--- src/rtl/mcr_pkg.sv ---
package mcr_pkg;

   localparam int unsigned WORD_W  = 32;
   localparam int unsigned IDX_W   = 3;
   localparam int unsigned POS_W   = 5;
   localparam int unsigned FN_W    = 5;

   // Field positions the encoding depends on.
   localparam int unsigned A_LSB   = 11;
   localparam int unsigned B_LSB   = 14;
   localparam int unsigned FN_LSB  = 17;
   localparam int unsigned SZ_LSB  = 22;
   localparam int unsigned DST_LSB = 27;
   localparam int unsigned IMM_LSB = 14;
   localparam int unsigned IMM_W   = WORD_W - IMM_LSB;

   typedef enum logic [2:0] {
      CL_REG     = 3'd0,
      CL_ADDI    = 3'd1,
      CL_BFREP   = 3'd2,
      CL_BFX_IMM = 3'd3,
      CL_BFX_REG = 3'd4,
      CL_RDIMM   = 3'd5,
      CL_RSV     = 3'd6,
      CL_BRANCH  = 3'd7
   } mcr_class_e;

   localparam logic [FN_W-1:0] FN_ADD  = 5'd0;
   localparam logic [FN_W-1:0] FN_ADC  = 5'd1;
   localparam logic [FN_W-1:0] FN_SUB  = 5'd2;
   localparam logic [FN_W-1:0] FN_SBB  = 5'd3;
   localparam logic [FN_W-1:0] FN_XOR  = 5'd8;
   localparam logic [FN_W-1:0] FN_OR   = 5'd9;
   localparam logic [FN_W-1:0] FN_AND  = 5'd10;
   localparam logic [FN_W-1:0] FN_ANDN = 5'd11;
   localparam logic [FN_W-1:0] FN_NAND = 5'd12;

   typedef struct packed {
      mcr_class_e         cls;
      logic [IDX_W-1:0]   a_idx;
      logic [IDX_W-1:0]   b_idx;
      logic [FN_W-1:0]    fn;
      logic [POS_W-1:0]   src;
      logic [POS_W-1:0]   size;
      logic [POS_W-1:0]   dst;
      logic [WORD_W-1:0]  imm;
   } mcr_fields_t;

endpackage

--- src/rtl/mcr_decode.sv ---
module mcr_decode
   import mcr_pkg::*;
(
   input  logic [WORD_W-1:0] word,
   output mcr_fields_t       fld,
   output logic              illegal,
   output logic              is_arith
);

   logic fn_ok;
   logic unused_mid;

   assign unused_mid = ^word[A_LSB-1:3];

   always_comb begin
      fld.cls   = mcr_class_e'(word[2:0]);
      fld.a_idx = word[A_LSB +: IDX_W];
      fld.b_idx = word[B_LSB +: IDX_W];
      fld.fn    = word[FN_LSB +: FN_W];
      fld.src   = word[FN_LSB +: POS_W];
      fld.size  = word[SZ_LSB +: POS_W];
      fld.dst   = word[DST_LSB +: POS_W];
      fld.imm   = {{IMM_LSB{word[WORD_W-1]}}, word[WORD_W-1:IMM_LSB]};
   end

   always_comb begin
      unique case (fld.fn)
         FN_ADD, FN_ADC, FN_SUB, FN_SBB,
         FN_XOR, FN_OR, FN_AND, FN_ANDN, FN_NAND: fn_ok = 1'b1;
         default:                                 fn_ok = 1'b0;
      endcase
   end

   assign illegal  = (fld.cls == CL_RSV) || ((fld.cls == CL_REG) && !fn_ok);
   assign is_arith = (fld.cls == CL_REG) && (fld.fn < 5'd4);

endmodule

--- src/rtl/mcr_regalu.sv ---
module mcr_regalu
   import mcr_pkg::*;
#(
   parameter int unsigned DATA_W = 32
) (
   input  logic [FN_W-1:0]   fn,
   input  logic [DATA_W-1:0] a,
   input  logic [DATA_W-1:0] b,
   input  logic              carry_in,
   output logic [DATA_W-1:0] result,
   output logic              carry_out
);

   logic              is_sub;
   logic              use_c;
   logic              cin;
   logic [DATA_W-1:0] b_eff;
   logic [DATA_W:0]   sum;

   // One adder serves all four arithmetic forms: subtraction adds ~B
   // with carry-in 1 (plain) or the stored carry (with borrow).
   assign is_sub = (fn == FN_SUB) || (fn == FN_SBB);
   assign use_c  = (fn == FN_ADC) || (fn == FN_SBB);
   assign cin    = use_c ? carry_in : is_sub;
   assign b_eff  = is_sub ? ~b : b;
   assign sum    = {1'b0, a} + {1'b0, b_eff} + {{DATA_W{1'b0}}, cin};

   assign carry_out = sum[DATA_W];

   always_comb begin
      unique case (fn)
         FN_XOR:  result = a ^ b;
         FN_OR:   result = a | b;
         FN_AND:  result = a & b;
         FN_ANDN: result = a & ~b;
         FN_NAND: result = ~(a & b);
         default: result = sum[DATA_W-1:0];
      endcase
   end

endmodule

--- src/rtl/mcr_shift.sv ---
module mcr_shift #(
   parameter int unsigned W      = 32,
   parameter bit          LEFT   = 1'b1,
   parameter bit          BARREL = 1'b1,
   localparam int unsigned SW    = $clog2(W)
) (
   input  logic [W-1:0]  din,
   input  logic [SW-1:0] amt,
   output logic [W-1:0]  dout
);

   generate
      if (BARREL) begin : g_stages
         logic [W-1:0] stg [0:SW];
         assign stg[0] = din;
         for (genvar k = 0; k < SW; k++) begin : g_stage
            if (LEFT) begin : g_l
               assign stg[k+1] = amt[k] ? (stg[k] << (2**k)) : stg[k];
            end else begin : g_r
               assign stg[k+1] = amt[k] ? (stg[k] >> (2**k)) : stg[k];
            end
         end
         assign dout = stg[SW];
      end else begin : g_flat
         if (LEFT) begin : g_l
            assign dout = din << amt;
         end else begin : g_r
            assign dout = din >> amt;
         end
      end
   endgenerate

endmodule

--- src/rtl/mcr_bitfield.sv ---
module mcr_bitfield
   import mcr_pkg::*;
#(
   parameter int unsigned DATA_W = 32,
   parameter bit          BARREL = 1'b1,
   localparam int unsigned SW    = $clog2(DATA_W)
) (
   input  mcr_class_e        cls,
   input  logic [DATA_W-1:0] a,
   input  logic [DATA_W-1:0] b,
   input  logic [SW-1:0]     src,
   input  logic [SW-1:0]     size,
   input  logic [SW-1:0]     dst,
   output logic [DATA_W-1:0] result
);

   logic [SW-1:0]     r_amt;
   logic [SW-1:0]     l_amt;
   logic [DATA_W-1:0] mask;
   logic [DATA_W-1:0] b_shr;
   logic [DATA_W-1:0] placed;
   logic [DATA_W-1:0] hole;
   logic [DATA_W-1:0] a_lo;

   assign a_lo  = a;
   assign r_amt = (cls == CL_BFX_IMM) ? a_lo[SW-1:0] : src;
   assign l_amt = (cls == CL_BFX_REG) ? a_lo[SW-1:0] : dst;
   assign mask  = ~({DATA_W{1'b1}} << size);

   mcr_shift #(.W(DATA_W), .LEFT(1'b0), .BARREL(BARREL)) u_rsh (
      .din(b), .amt(r_amt), .dout(b_shr));

   mcr_shift #(.W(DATA_W), .LEFT(1'b1), .BARREL(BARREL)) u_lsh (
      .din(b_shr & mask), .amt(l_amt), .dout(placed));

   mcr_shift #(.W(DATA_W), .LEFT(1'b1), .BARREL(BARREL)) u_hole (
      .din(mask), .amt(dst), .dout(hole));

   assign result = (cls == CL_BFREP) ? (placed | (a & ~hole)) : placed;

endmodule

--- src/rtl/mcr_exec.sv ---
module mcr_exec
   import mcr_pkg::*;
#(
   parameter int unsigned DATA_W = 32,
   parameter int unsigned ADDR_W = 32,
   parameter bit          BARREL = 1'b1
) (
   input  logic              clk,
   input  logic              rst_n,
   input  logic              ins_vld,
   input  logic [DATA_W-1:0] ins_word,
   output logic              busy,
   output logic [2:0]        ra_idx,
   output logic [2:0]        rb_idx,
   input  logic [DATA_W-1:0] ra_data,
   input  logic [DATA_W-1:0] rb_data,
   output logic              st_req,
   output logic [ADDR_W-1:0] st_addr,
   input  logic              st_ack,
   input  logic [DATA_W-1:0] st_rdata,
   output logic              res_vld,
   output logic [DATA_W-1:0] res_data,
   output logic              res_illegal,
   output logic              carry
);

   localparam int unsigned SW = $clog2(DATA_W);

   generate
      if (DATA_W != WORD_W) begin : g_bad_data_w
         $error("mcr_exec: DATA_W must match the 32-bit instruction encoding");
      end
      if ((ADDR_W < 1) || (ADDR_W > DATA_W)) begin : g_bad_addr_w
         $error("mcr_exec: ADDR_W must lie in 1..DATA_W");
      end
   endgenerate

   mcr_fields_t       fld;
   logic              illegal;
   logic              is_arith;
   logic [DATA_W-1:0] a_val;
   logic [DATA_W-1:0] b_val;
   logic [DATA_W-1:0] alu_res;
   logic              alu_cout;
   logic [DATA_W-1:0] bf_res;
   logic [DATA_W-1:0] imm_sum;
   logic [DATA_W-1:0] ex_res;
   logic              accept;

   logic              busy_q;
   logic              st_req_q;
   logic [ADDR_W-1:0] st_addr_q;
   logic              res_vld_q;
   logic [DATA_W-1:0] res_data_q;
   logic              res_ill_q;
   logic              carry_q;

   mcr_decode u_dec (
      .word     (ins_word),
      .fld      (fld),
      .illegal  (illegal),
      .is_arith (is_arith)
   );

   assign ra_idx = fld.a_idx;
   assign rb_idx = fld.b_idx;
   assign a_val  = (fld.a_idx == '0) ? '0 : ra_data;
   assign b_val  = (fld.b_idx == '0) ? '0 : rb_data;

   mcr_regalu #(.DATA_W(DATA_W)) u_alu (
      .fn        (fld.fn),
      .a         (a_val),
      .b         (b_val),
      .carry_in  (carry_q),
      .result    (alu_res),
      .carry_out (alu_cout)
   );

   mcr_bitfield #(.DATA_W(DATA_W), .BARREL(BARREL)) u_bf (
      .cls    (fld.cls),
      .a      (a_val),
      .b      (b_val),
      .src    (fld.src[SW-1:0]),
      .size   (fld.size[SW-1:0]),
      .dst    (fld.dst[SW-1:0]),
      .result (bf_res)
   );

   // Shared by add-immediate and the read address.
   assign imm_sum = a_val + fld.imm;

   always_comb begin
      unique case (fld.cls)
         CL_REG:                           ex_res = alu_res;
         CL_ADDI:                          ex_res = imm_sum;
         CL_BFREP, CL_BFX_IMM, CL_BFX_REG: ex_res = bf_res;
         default:                          ex_res = '0;
      endcase
   end

   assign accept = ins_vld && !busy_q;

   always_ff @(posedge clk) begin
      if (!rst_n) begin
         busy_q     <= 1'b0;
         st_req_q   <= 1'b0;
         st_addr_q  <= '0;
         res_vld_q  <= 1'b0;
         res_data_q <= '0;
         res_ill_q  <= 1'b0;
         carry_q    <= 1'b0;
      end else begin
         res_vld_q <= 1'b0;
         st_req_q  <= 1'b0;
         if (busy_q) begin
            if (st_ack) begin
               busy_q     <= 1'b0;
               res_vld_q  <= 1'b1;
               res_data_q <= st_rdata;
               res_ill_q  <= 1'b0;
            end
         end else if (accept) begin
            if (fld.cls == CL_RDIMM) begin
               busy_q    <= 1'b1;
               st_req_q  <= 1'b1;
               st_addr_q <= imm_sum[ADDR_W-1:0];
            end else if (fld.cls != CL_BRANCH) begin
               res_vld_q  <= 1'b1;
               res_data_q <= illegal ? '0 : ex_res;
               res_ill_q  <= illegal;
               if (is_arith) begin
                  carry_q <= alu_cout;
               end
            end
         end
      end
   end

   assign busy        = busy_q;
   assign st_req      = st_req_q;
   assign st_addr     = st_addr_q;
   assign res_vld     = res_vld_q;
   assign res_data    = res_data_q;
   assign res_illegal = res_ill_q;
   assign carry       = carry_q;

endmodule

--- config.mk ---
export PLATFORM = sky130hd
export DESIGN_NAME = mcr_exec
export DESIGN_NICKNAME = d
export VERILOG_FILES = /design/src/rtl/mcr_pkg.sv /design/src/rtl/mcr_decode.sv /design/src/rtl/mcr_regalu.sv /design/src/rtl/mcr_shift.sv /design/src/rtl/mcr_bitfield.sv /design/src/rtl/mcr_exec.sv
export SDC_FILE = /design/constraint.sdc
export NUM_CORES = 1
export LEC_CHECK = 0
export BUFFER_PORTS_ARGS = -buffer_cell sky130_fd_sc_hd__buf_2
export CORE_MARGIN = 10
export CORE_UTILIZATION = 37
export CTS_CLUSTER_DIAMETER = 80
export DETAILED_ROUTE_END_ITERATION = 10
export PLACE_DENSITY = 0.62
export REMOVE_ABC_BUFFERS = 1
export SETUP_SLACK_MARGIN = 0.2
export SLEW_MARGIN = 10
export SYNTH_ARGS = -nofsm -noshare
export SYNTH_HDL_FRONTEND = slang
export SYNTH_SLANG_ARGS = --single-unit
--- constraint.sdc ---
create_clock -name clk -period 6.71 [get_ports clk]
set_input_delay 0 -clock clk [delete_from_list [all_inputs] [get_ports clk]]
set_output_delay 0 -clock clk [all_outputs]
set_load 0.03 [all_outputs]
# Yosys cells after proc, flatten, opt, wreduce, memory -nomap -nowiden
# Memory sizes are Yosys's and may differ from the RTL's.
# Index checks and enable logic that the tools add are counted.
# W data, S select, Z words.
[totals]
output_inout_bits = 75
regBits = 69
word_cells = 107
rom_bits = 16
mem_count = 1
input_bits = 132
[memory_table]
columns = ["memory", "depth", "word_bits", "read_ports", "rd_ports_with_merged_regs", "wr", "line", "rtl"]
rows = [
  ["(no name shown)", 16, 1, 1, 0, 0, "mcr_decode.sv:27", "unique case (fld.fn)"],
]
[classes]
n_mux = 45
shifts = 1
n_lt_le_gt_ge = 1
n_eq_ne = 17
bitwise_logic = 14
reduce_logical = 18
add_sub_neg = 3
[op_table]
columns = ["op", "count"]
rows = [
  ["$mux W32", 25],
  ["$pmux W32 S5", 1],
  ["$and A32 B32 Y32", 4],
  ["$not A32 Y32", 4],
  ["$pmux W32 S3", 1],
  ["$or A32 B32 Y32", 2],
  ["$add A32 B32 Y33", 1],
  ["$add A33 B1 Y33", 1],
  ["$add A32 B32 Y32", 1],
  ["$shl A32 B5 Y32 const A", 1],
  ["$xor A32 B32 Y32", 1],
  ["$eq A5 B4 Y1 const B", 5],
  ["$mux W1", 16],
  ["$eq A5 B2 Y1 const B", 2],
  ["$mux W5", 2],
  ["$eq A3 B3 Y1 const B", 3],
  ["$logic_not A3 Y1", 3],
  ["$eq A3 B2 Y1 const B", 2],
  ["$eq A5 B1 Y1 const B", 1],
  ["$lt A5 B3 Y1 const B", 1],
  ["$reduce_and A5 Y1", 1],
  ["$ne A2 B2 Y1 const B", 2],
  ["$reduce_and A4 Y1", 1],
  ["$reduce_bool A2 Y1", 2],
  ["other kinds (9)", 16],
]

# Depth between registers and ports, before layout
# Gate-level depths: netlist (run 1).
[logic_depth]
depth_word = 22
mapped_depth = 20
mapped_depth_nobuf = 18

# Cells and area by module
# Synthesis (run 1) repeated with hierarchy kept, for this count alone.
[unflattened]
cells_unflattened = 2168
hier_area_um2 = 17075.1
[modules_own_cells]
columns = ["mod", "area_per_inst_um2", "n_inst", "cells_each", "seq_area_each_um2"]
rows = [
  ["mcr_exec", 5636.7, 1, 758, 1381.3],
  ["mcr_regalu", 4456.8, 1, 605, 0.0],
  ["mcr_shift at u_bf.u_hole ...", 1774.2, 2, 183, 0.0],
  ["mcr_shift at u_bf.u_rsh", 1778.0, 1, 192, 0.0],
  ["mcr_bitfield", 1132.3, 1, 179, 0.0],
  ["mcr_decode", 523.0, 1, 68, 0.0],
]

# Least setup slack after synthesis (run 1)
# Ideal clock, no wire load.
[synth_timing]
path_type = "input-to-reg"
start = "input ins_word[18]"
end = "register res_data_q[30], in the netlist res_data[30]"
setup_time_ns = 0.141
t_arrival_ns = 4.599
cell_stages = 19
path_slack_ns = 1.970
t_required_ns = 6.569
n_path_buf = 3
cell_sequence = "clkbuf_1 clkbuf_1 clkbuf_1 nor4b_1 xor2_1 fa_1 fa_1 nor2b_1 o21ai_0 a21boi_0 o211a_1 nor4bb_1 nor4b_1 nor3_1 nor2_1 a41oi_1 xnor2_1 a2111oi_0 a311oi_1"
[synth_via]
elab_chain_cells = 19
elab_cells_between_ends = 40
classes_between = "3 x add/sub; 8 x eq/ne; 21 x mux; 2 x bitwise; 5 x reduce/logical; 1 x memory"
[synth_rtl]
columns = ["item", "line", "rtl"]
rows = [
  ["from (decl)", "mcr_exec.sv:11", "input logic [DATA_W-1:0] ins_word,"],
  ["parallel branches: the longest is 14 deep, another holds $add A32 B32 Y33", "--", ""],
  ["$mux W32 (*)", "mcr_exec.sv:129", "res_data_q <= illegal ? '0 : ex_res;"],
  ["$mux W32 (*)", "mcr_exec.sv:127", "end else if (fld.cls != CL_BRANCH) begin"],
  ["$mux W32 (*)", "mcr_exec.sv:123", "if (fld.cls == CL_RDIMM) begin"],
  ["$mux W32 (*)", "mcr_exec.sv:122", "end else if (accept) begin"],
  ["$mux W32 (*)", "mcr_exec.sv:115", "if (busy_q) begin"],
  ["to (signal assigned)", "mcr_exec.sv:119", "res_data_q <= st_rdata;"],
  ["to (signal assigned)", "mcr_exec.sv:129", ""],
  ["to (decl)", "mcr_exec.sv:54", "logic [DATA_W-1:0] res_data_q;"],
]
# Every way passes the cells marked *. The select of a mux whose other input is x is not followed.
# A chain may end at the register's enable or synchronous reset.

# Worst setup path in the final report (run 1)
[layout_timing]
start = "input ins_word[15]"
end = "register carry_q, in the netlist carry"
[layout_via]
elab_chain_cells = 6
[layout_rtl]
columns = ["item", "line", "rtl"]
rows = [
  ["$logic_not A3 Y1 (*)", "mcr_exec.sv:68", "assign b_val = (fld.b_idx == '0) ? '0 : rb_data;"],
  ["$mux W32 (*)", "mcr_exec.sv:68", ""],
  ["$not A32 Y32", "mcr_regalu.sv:25", "assign b_eff = is_sub ? ~b : b;"],
  ["$mux W32 (*)", "mcr_regalu.sv:25", ""],
  ["$add A32 B32 Y33 (*)", "mcr_regalu.sv:26", "assign sum = {1'b0, a} + {1'b0, b_eff} + {{DATA_W{1'b0}}, cin};"],
  ["$add A33 B1 Y33 (*)", "mcr_regalu.sv:26", ""],
  ["to (signal assigned)", "mcr_exec.sv:132", "carry_q <= alu_cout;"],
  ["to (decl)", "mcr_exec.sv:56", "logic carry_q;"],
]
# Mark *: on every way between the ends. The rest lies on a longest branch, timed or not.

==> results.sh, run 1 <==
export IMPL_outcome="completed"
export IMPL_drt_pre_antenna_iters=6
export IMPL_critical_path_startpoint_type="primary input"
export IMPL_report_final_setup_viol=0
export IMPL_slew_headroom_pct=9.43
export IMPL_number_of_post_cts_setup_repair_buffers=0
export IMPL_crit_slowest_cell="nor4bb_1"
export IMPL_remaining_antenna_violation_count_after_routing=0
export IMPL_path_clk_slew_ps=70
export IMPL_route_vias_total=19400
export IMPL_slew_violations=0
export IMPL_post_route_cell_area_sq_mm=0.0171
export IMPL_wire_length_of_the_first_global_routing_pass_um=121000
export IMPL_rows=74
export IMPL_fmax_achieved_ghz=0.185
export IMPL_cts_sink_count=69
export IMPL_met1_usage_pct=38.8
export IMPL_drive_above_1_share_pct=14.1
export IMPL_fp_dieArea_sq_mm=0.0499
export IMPL_rsz0062_at_grt="false"
export IMPL_drt_iter0_drc=2455
export IMPL_globalplace_congestion=1.10
export IMPL_ys_seq_area_share_pct=9.02
export IMPL_synth_edff_count=0
export IMPL_postRouteWirelength_um=82400
export IMPL_post_cts_resized=0
export IMPL_syn_area_per_cell_sq_um=6.69
export IMPL_path_cells="buf_2 > or3_1 > buf_4 > nand2_1 > xnor2_1 > ha_1 > nor2b_1 > o21ai_0 > a21boi_0 > o211a_1 > nor4bb_1 > nor4b_1 > nor2_1 > nor3_1 > o21ai_0 > a21boi_0 > o21ai_0 > a31oi_1"
export IMPL_largest_net_degree_at_the_start_of_global_routing=65
export IMPL_max_stage_delay_ps=1120
export IMPL_postSynth_asyncResetShare_pct=0
export IMPL_postSynthCellCount=2291
export IMPL_crit_top_cell="o21ai_0"
export IMPL_fillers=4393
export IMPL_syn_std_cell_area_sq_mm=0.0153
export IMPL_finalClockSkew_ps=14.7
export IMPL_synth_yosys_warnings=0
export IMPL_layout_worst_path_cycle_share_pct=80.5
export IMPL_critPathCaptureType="register"
export IMPL_hold_ws_ps=31.2
export IMPL_wire_per_inst_um=28.2
export IMPL_total_leakage_power_nw=7.30
export IMPL_worstPathRequired_ps=6950
export IMPL_drcViolationCount=0
export IMPL_maxCapViolations=0
export IMPL_critical_path_max_fanout=26
export IMPL_die_width_um=223
export IMPL_dieHeight_um=223
export IMPL_layout_overhead_on_the_synthesized_area_pct=11.7
export IMPL_cts_max_path_buffers=2
export IMPL_ys_types=97
export IMPL_hold_viol_final=0
export IMPL_htreeDepth=3
export IMPL_postPlaceCellArea_sq_mm=0.0167
export IMPL_via_per_inst=6.64
export IMPL_synth_seq_cells=69
export IMPL_globalRoute_busiestLayer="met2"
export IMPL_min_path_type="in2reg"
export IMPL_met3_usage_pct=6.77
export IMPL_gr_usage_met2_pct=49.3
export IMPL_clockRootBuffer="clkbuf_16"
export IMPL_track_usage_pct=31.4
export IMPL_dpl_hpwl_um=63100
export IMPL_initial_utilization_pct=37.4
export IMPL_floorplan_core_area_sq_mm=0.0409
export IMPL_final_nets=2683
export IMPL_ioPinCount=207
export IMPL_vias_in_the_first_global_route=18600
export IMPL_tritoncts_buffer_count=9
export IMPL_grt_overflow=0
export IMPL_post_route_util_pct=41.8
export IMPL_antenna_violations_before_repair=2
export IMPL_cts_tree="yes"
export IMPL_worst_skew_pair_late_latency_ps=380
export IMPL_worstSetupPathType="in2reg"
export IMPL_period_needed_ps=5400
export IMPL_vdd_drop_max_mv=0.0911
export IMPL_timing_worst_slew_pin_value_ps=1340
export IMPL_postSynth_topFlopCell="dfxtp_1"
export IMPL_power_density_mw_per_mm2=150
export IMPL_placement_io_buffers=198
export IMPL_worstPathArrival_ps=5640
-- area by class of cell --
type                            count  area (sq um)  share of cell area (%)
Antenna cell                        1          2.50                  0.0146
Tap cell                          532           666                    3.89
Timing Repair Buffer              262          1510                    8.82
Multi-Input combinational cell   1962         12900                    75.7
Clock inverter                      6          38.8                   0.227
Clock buffer                       10           239                    1.40
Sequential cell                    69          1380                    8.08
Inverter                           86           323                    1.89
-- cells by family after synthesis --
kind of cell | count (synthesis) | share of synthesized area [%]
buffers and inverters | 260 | 6.91
muxes | 84 | 5.91
xor gates and xnor gates | 81 | 4.63
and+or+nand+nor | 777 | 22.9
DFF | 69 | 9.02
AOI/OAI and AO/OA | 857 | 37.2
adders and majority gates | 163 | 13.4
-- cell usage after synthesis, drive strengths merged (17+ instances only) --
library cell / number / area, sq um
xnor2: 64 / 561
clkbuf: 136 / 512
or3: 20 / 125
ha: 158 / 1980
a31oi: 33 / 206
a21o: 28 / 210
dfxtp: 69 / 1380
o211ai: 34 / 255
inv: 84 / 315
nor3: 49 / 250
a22oi: 21 / 163
a211oi: 43 / 323
a21oi: 180 / 905
a222oi: 24 / 240
o221ai: 25 / 225
o21a: 17 / 128
o21ai: 218 / 1090
nand3: 63 / 315
mux2: 27 / 319
buf: 38 / 224
nand2b: 21 / 131
a21boi: 23 / 173
o22ai: 59 / 369
a221oi: 24 / 223
and2: 32 / 200
nand4: 19 / 119
nor2: 166 / 626
nand2: 341 / 1280
mux2i: 57 / 587
xor2: 17 / 149
-- layer usage --
layer  up-vias  wire [um]  share of wire [%]
met5         -         13              0.016
met1      9210      32300                 39
li1       8717          -                  -
met4         2       5190                6.3
met3       259       8870                 11
met2      1240      36000                 44
-- final timing paths --
check | cells past startpoint | slack [ps] | to | from
setup / recovery | 18 | 1310 | carry | ins_word[15]
hold / removal | 5 | 30 | res_data[27] | st_rdata[27]
setup reg to reg | 16 | 1430 | res_data[30] | carry
hold reg to reg | 2 | 460 | st_addr[22] | st_addr[22]
-- report_power, final --
part           internal, mW  leakage (nW)  switching, mW
sequential            0.431         0.562         0.0119
combinational         0.523          6.61           1.12
clock                 0.259         0.134          0.224
total                  1.21          7.30           1.36
-- cells in the final DEF (no fill, tap or decap), types with 12 or more instances in the layout --
cell / instances
a21oi_1: 178
a211oi_1: 42
a221oi_1: 22
a2111oi_0: 12
inv_1: 83
a22oi_1: 18
or3_1: 19
a21o_1: 28
o22ai_1: 59
mux2_2: 23
and3_1: 12
dlygate4sd3_1: 15
nand4_1: 19
a31oi_1: 33
o21a_1: 17
nand2_1: 340
a21boi_0: 23
o31ai_1: 15
xnor2_1: 64
nor2b_1: 12
mux2i_1: 55
nor3_1: 47
buf_4: 49
xor2_1: 17
ha_1: 158
buf_2: 198
nand2b_1: 21
dfxtp_1: 68
o221ai_1: 24
o211ai_1: 34
nor2_1: 163
a222oi_1: 24
nand3_1: 63
o21ai_0: 210
and2_1: 30
-- per-stage QoR --
stage / setup TNS, ps / instances / setup WS [ps] / power (mW)
CTS: 0 / 2927 / 1430 / 2.51
finish: 0 / 2928 / 1310 / 2.57
global placement: 0 / 2896 / 1150 / 2.01
detailed placement: 0 / 2896 / 1050 / 2.02
global route: 0 / 2927 / 1120 / 2.70
floorplan: -30350 / 2117 / -1710 / 1.44
-- worst max-delay path, delay by kind of cell --
| family | cells | cell delay (ps) |
|---|---|---|
| AOI/OAI and AO/OA | 7 | 1930 |
| xor gates and xnor gates | 1 | 110 |
| adders and majority gates | 1 | 350 |
| buffers and inverters | 2 | 470 |
| and+or+nand+nor | 7 | 2770 |
-- what timing repair did --
action	CTS	global route
setup endpoints to repair	0	0
endpoints found under the hold margin	15	0
hold buffers	15	0
-- sequential cells by signal, summed over array words and instances (netlist names) --
signal and count:
st_addr 32, res_data 32, busy 1, res_illegal 1
st_req 1, carry 1, res_vld 1
Power figures use the tool's default switching activity.
==> inputs of run 2 (changes only) <==
Clock period 6.71 ns to 5 ns, I/O delays scaled along.
==> run 2 against run 1 <==
Against the previous run:
- total power increased by 39%
- sequential share of layout area shrank 0.29 points
- non-clock buffer count up 78
- combinational power grew 39%
- global-route usage fell by 0.068 points
==> results.sh, run 2 (synthesis results as in run 1) <==
export IMPL_outcome="completed"
export IMPL_wire_per_inst_um=27.5
export IMPL_critical_path_top_delay_family="compound AO/OA/AOI/OAI gates"
export IMPL_route_vias_total=19700
export IMPL_remaining_antenna_violation_count_after_routing=0
export IMPL_max_stage_delay_ps=540
export IMPL_finalClockSkew_ps=17.2
export IMPL_maxCapViolations=0
export IMPL_antenna_cells_inserted=0
export IMPL_critical_path_startpoint_type="register"
export IMPL_fp_dieArea_sq_mm=0.0499
export IMPL_postRouteWirelength_um=82600
export IMPL_wl_met1_um=33300
export IMPL_final_cell_mix="340 x nand2_1, 209 x o21ai_0, 198 x buf_2"
export IMPL_layout_commonest_cell="nand2_1"
export IMPL_post_place_ws_ps=234
export IMPL_floorplan_core_area_sq_mm=0.0409
export IMPL_fmax_achieved_ghz=0.213
export IMPL_rsz0062_at_grt="false"
export IMPL_globalplace_congestion=1.06
export IMPL_drt_iter0_drc=2734
export IMPL_slew_violations=0
export IMPL_slew_headroom_pct=35.1
export IMPL_worstSetupPathType="reg2reg"
export IMPL_ioPinCount=207
export IMPL_path_clk_slew_ps=70
export IMPL_crit_top_cell="o21ai_0"
export IMPL_worstPathRequired_ps=5260
export IMPL_track_usage_pct=31.4
export IMPL_worstPathArrival_ps=4960
export IMPL_via_per_inst=6.56
export IMPL_layout_worst_path_cycle_share_pct=93.8
export IMPL_dpl_hpwl_um=64900
export IMPL_cts_sink_count=69
export IMPL_hold_viol_final=0
export IMPL_critical_path_max_fanout=3
export IMPL_min_path_type="in2reg"
export IMPL_crit_slowest_cell="o31ai_1"
export IMPL_rows=74
export IMPL_critPathCaptureType="register"
export IMPL_initial_utilization_pct=37.4
export IMPL_total_leakage_power_nw=7.69
export IMPL_antenna_violations_before_repair=0
export IMPL_vias_in_the_first_global_route=18800
export IMPL_totalNegativeSetupSlack_ps=0
export IMPL_top_layer="met4"
export IMPL_layout_overhead_on_the_synthesized_area_pct=15.8
export IMPL_path_buf_inv=1
export IMPL_htreeDepth=3
export IMPL_tritoncts_buffer_count=9
export IMPL_drt_pre_antenna_iters=7
export IMPL_die_width_um=223
export IMPL_path_cells="mux2i_1 > or4_1 > fa_1 > nor2b_1 > o21ai_0 > o21ai_0 > a21boi_0 > o21a_1 > o31a_1 > o21ai_0 > mux2i_1 > o22a_1 > nand4_1 > o31ai_1 > buf_4 > a21oi_1"
export IMPL_timing_worst_slew_pin_value_ps=967
export IMPL_power_density_mw_per_mm2=201
export IMPL_cts_tree="yes"
export IMPL_cts_max_path_buffers=2
export IMPL_total_met3_wirelength_after_detailed_routing_um=8360
export IMPL_report_final_setup_viol=0
export IMPL_period_needed_ps=4690
export IMPL_clockRootBuffer="clkbuf_16"
export IMPL_grt_overflow=0
export IMPL_final_nets=2761
export IMPL_route_met2_wl_um=35900
export IMPL_drcViolationCount=0
export IMPL_number_of_post_cts_setup_repair_buffers=0
export IMPL_wire_length_of_the_first_global_routing_pass_um=121000
export IMPL_placement_io_buffers=198
export IMPL_fillers=4323
export IMPL_dieHeight_um=223
export IMPL_worst_skew_pair_late_latency_ps=380
export IMPL_largest_net_degree_at_the_start_of_global_routing=48
export IMPL_postLayoutSetupSlackWorst_ps=308
export IMPL_setup_reg_to_reg_worst_slack_ps=310
export IMPL_drive_above_1_share_pct=16.8
export IMPL_vdd_drop_max_mv=0.172
-- run 2: cell types whose count changed in the layout (fill, tap and decap cells not counted), sizes merged --
cell	delta
clkbuf	+2
buf	+78
bufinv	+1
diode	-1
clkinvlp	-1
clkinv	-2
-- run 2: final timing paths --
kind,from,endpoint,cells after the start
setup / recovery,carry,res_data[19],16
hold / removal,st_rdata[21],res_data[21],5
setup reg to reg,carry,res_data[19],16
hold reg to reg,st_addr[0],st_addr[0],2
-- run 2: metal layers --
layer	track usage (%)	up-vias
met5	0	-
met4	18.6	0
met3	6.60	273
met2	48.3	1177
met1	39.5	9376
li1	-	8886
-- run 2: what timing repair did --
item	4_1_cts	5_1_grt
hold buffers	15	0
resized for setup	0	4
setup endpoints to repair	0	5
hold endpoints to repair	15	0
-- run 2: area by class of cell --
| type | instances | area (sq um) | share of cell area [%] |
|---|---|---|---|
| clock buffer | 12 | 246 | 1.39 |
| clock inverter | 4 | 47.5 | 0.268 |
| inverter | 86 | 323 | 1.82 |
| multi-input combinational | 1962 | 13000 | 73.1 |
| sequential | 69 | 1380 | 7.79 |
| tap | 532 | 666 | 3.75 |
| timing repair buffer | 340 | 2110 | 11.9 |
-- run 2: power by group --
group	switching (mW)	leakage [nW]	internal, mW
logic	1.51	6.99	0.774
clock network	0.296	0.143	0.399
registers	0.0165	0.562	0.579
-- run 2: metrics by stage --
step           area (sq um)  total power, mW  hold WS, ps  util [%]  instances
3_5_place_dp          17300             2.79          282      42.2       2974
6_report              17700             3.57         43.9      43.3       3005
4_1_cts               17700             3.49         33.9      43.3       3005
2_1_floorplan         14600             1.93            0         -       2117
3_3_place_gp          17300             2.77          281      42.2       2974
5_1_grt               17700             3.74         81.4      43.3       3005
-- run 2: worst min-delay path, stage by stage --
cell	delay, ps
buf_2	70
nand2_1	50
nand2_1	90
a211oi_1	60
a21oi_1	110
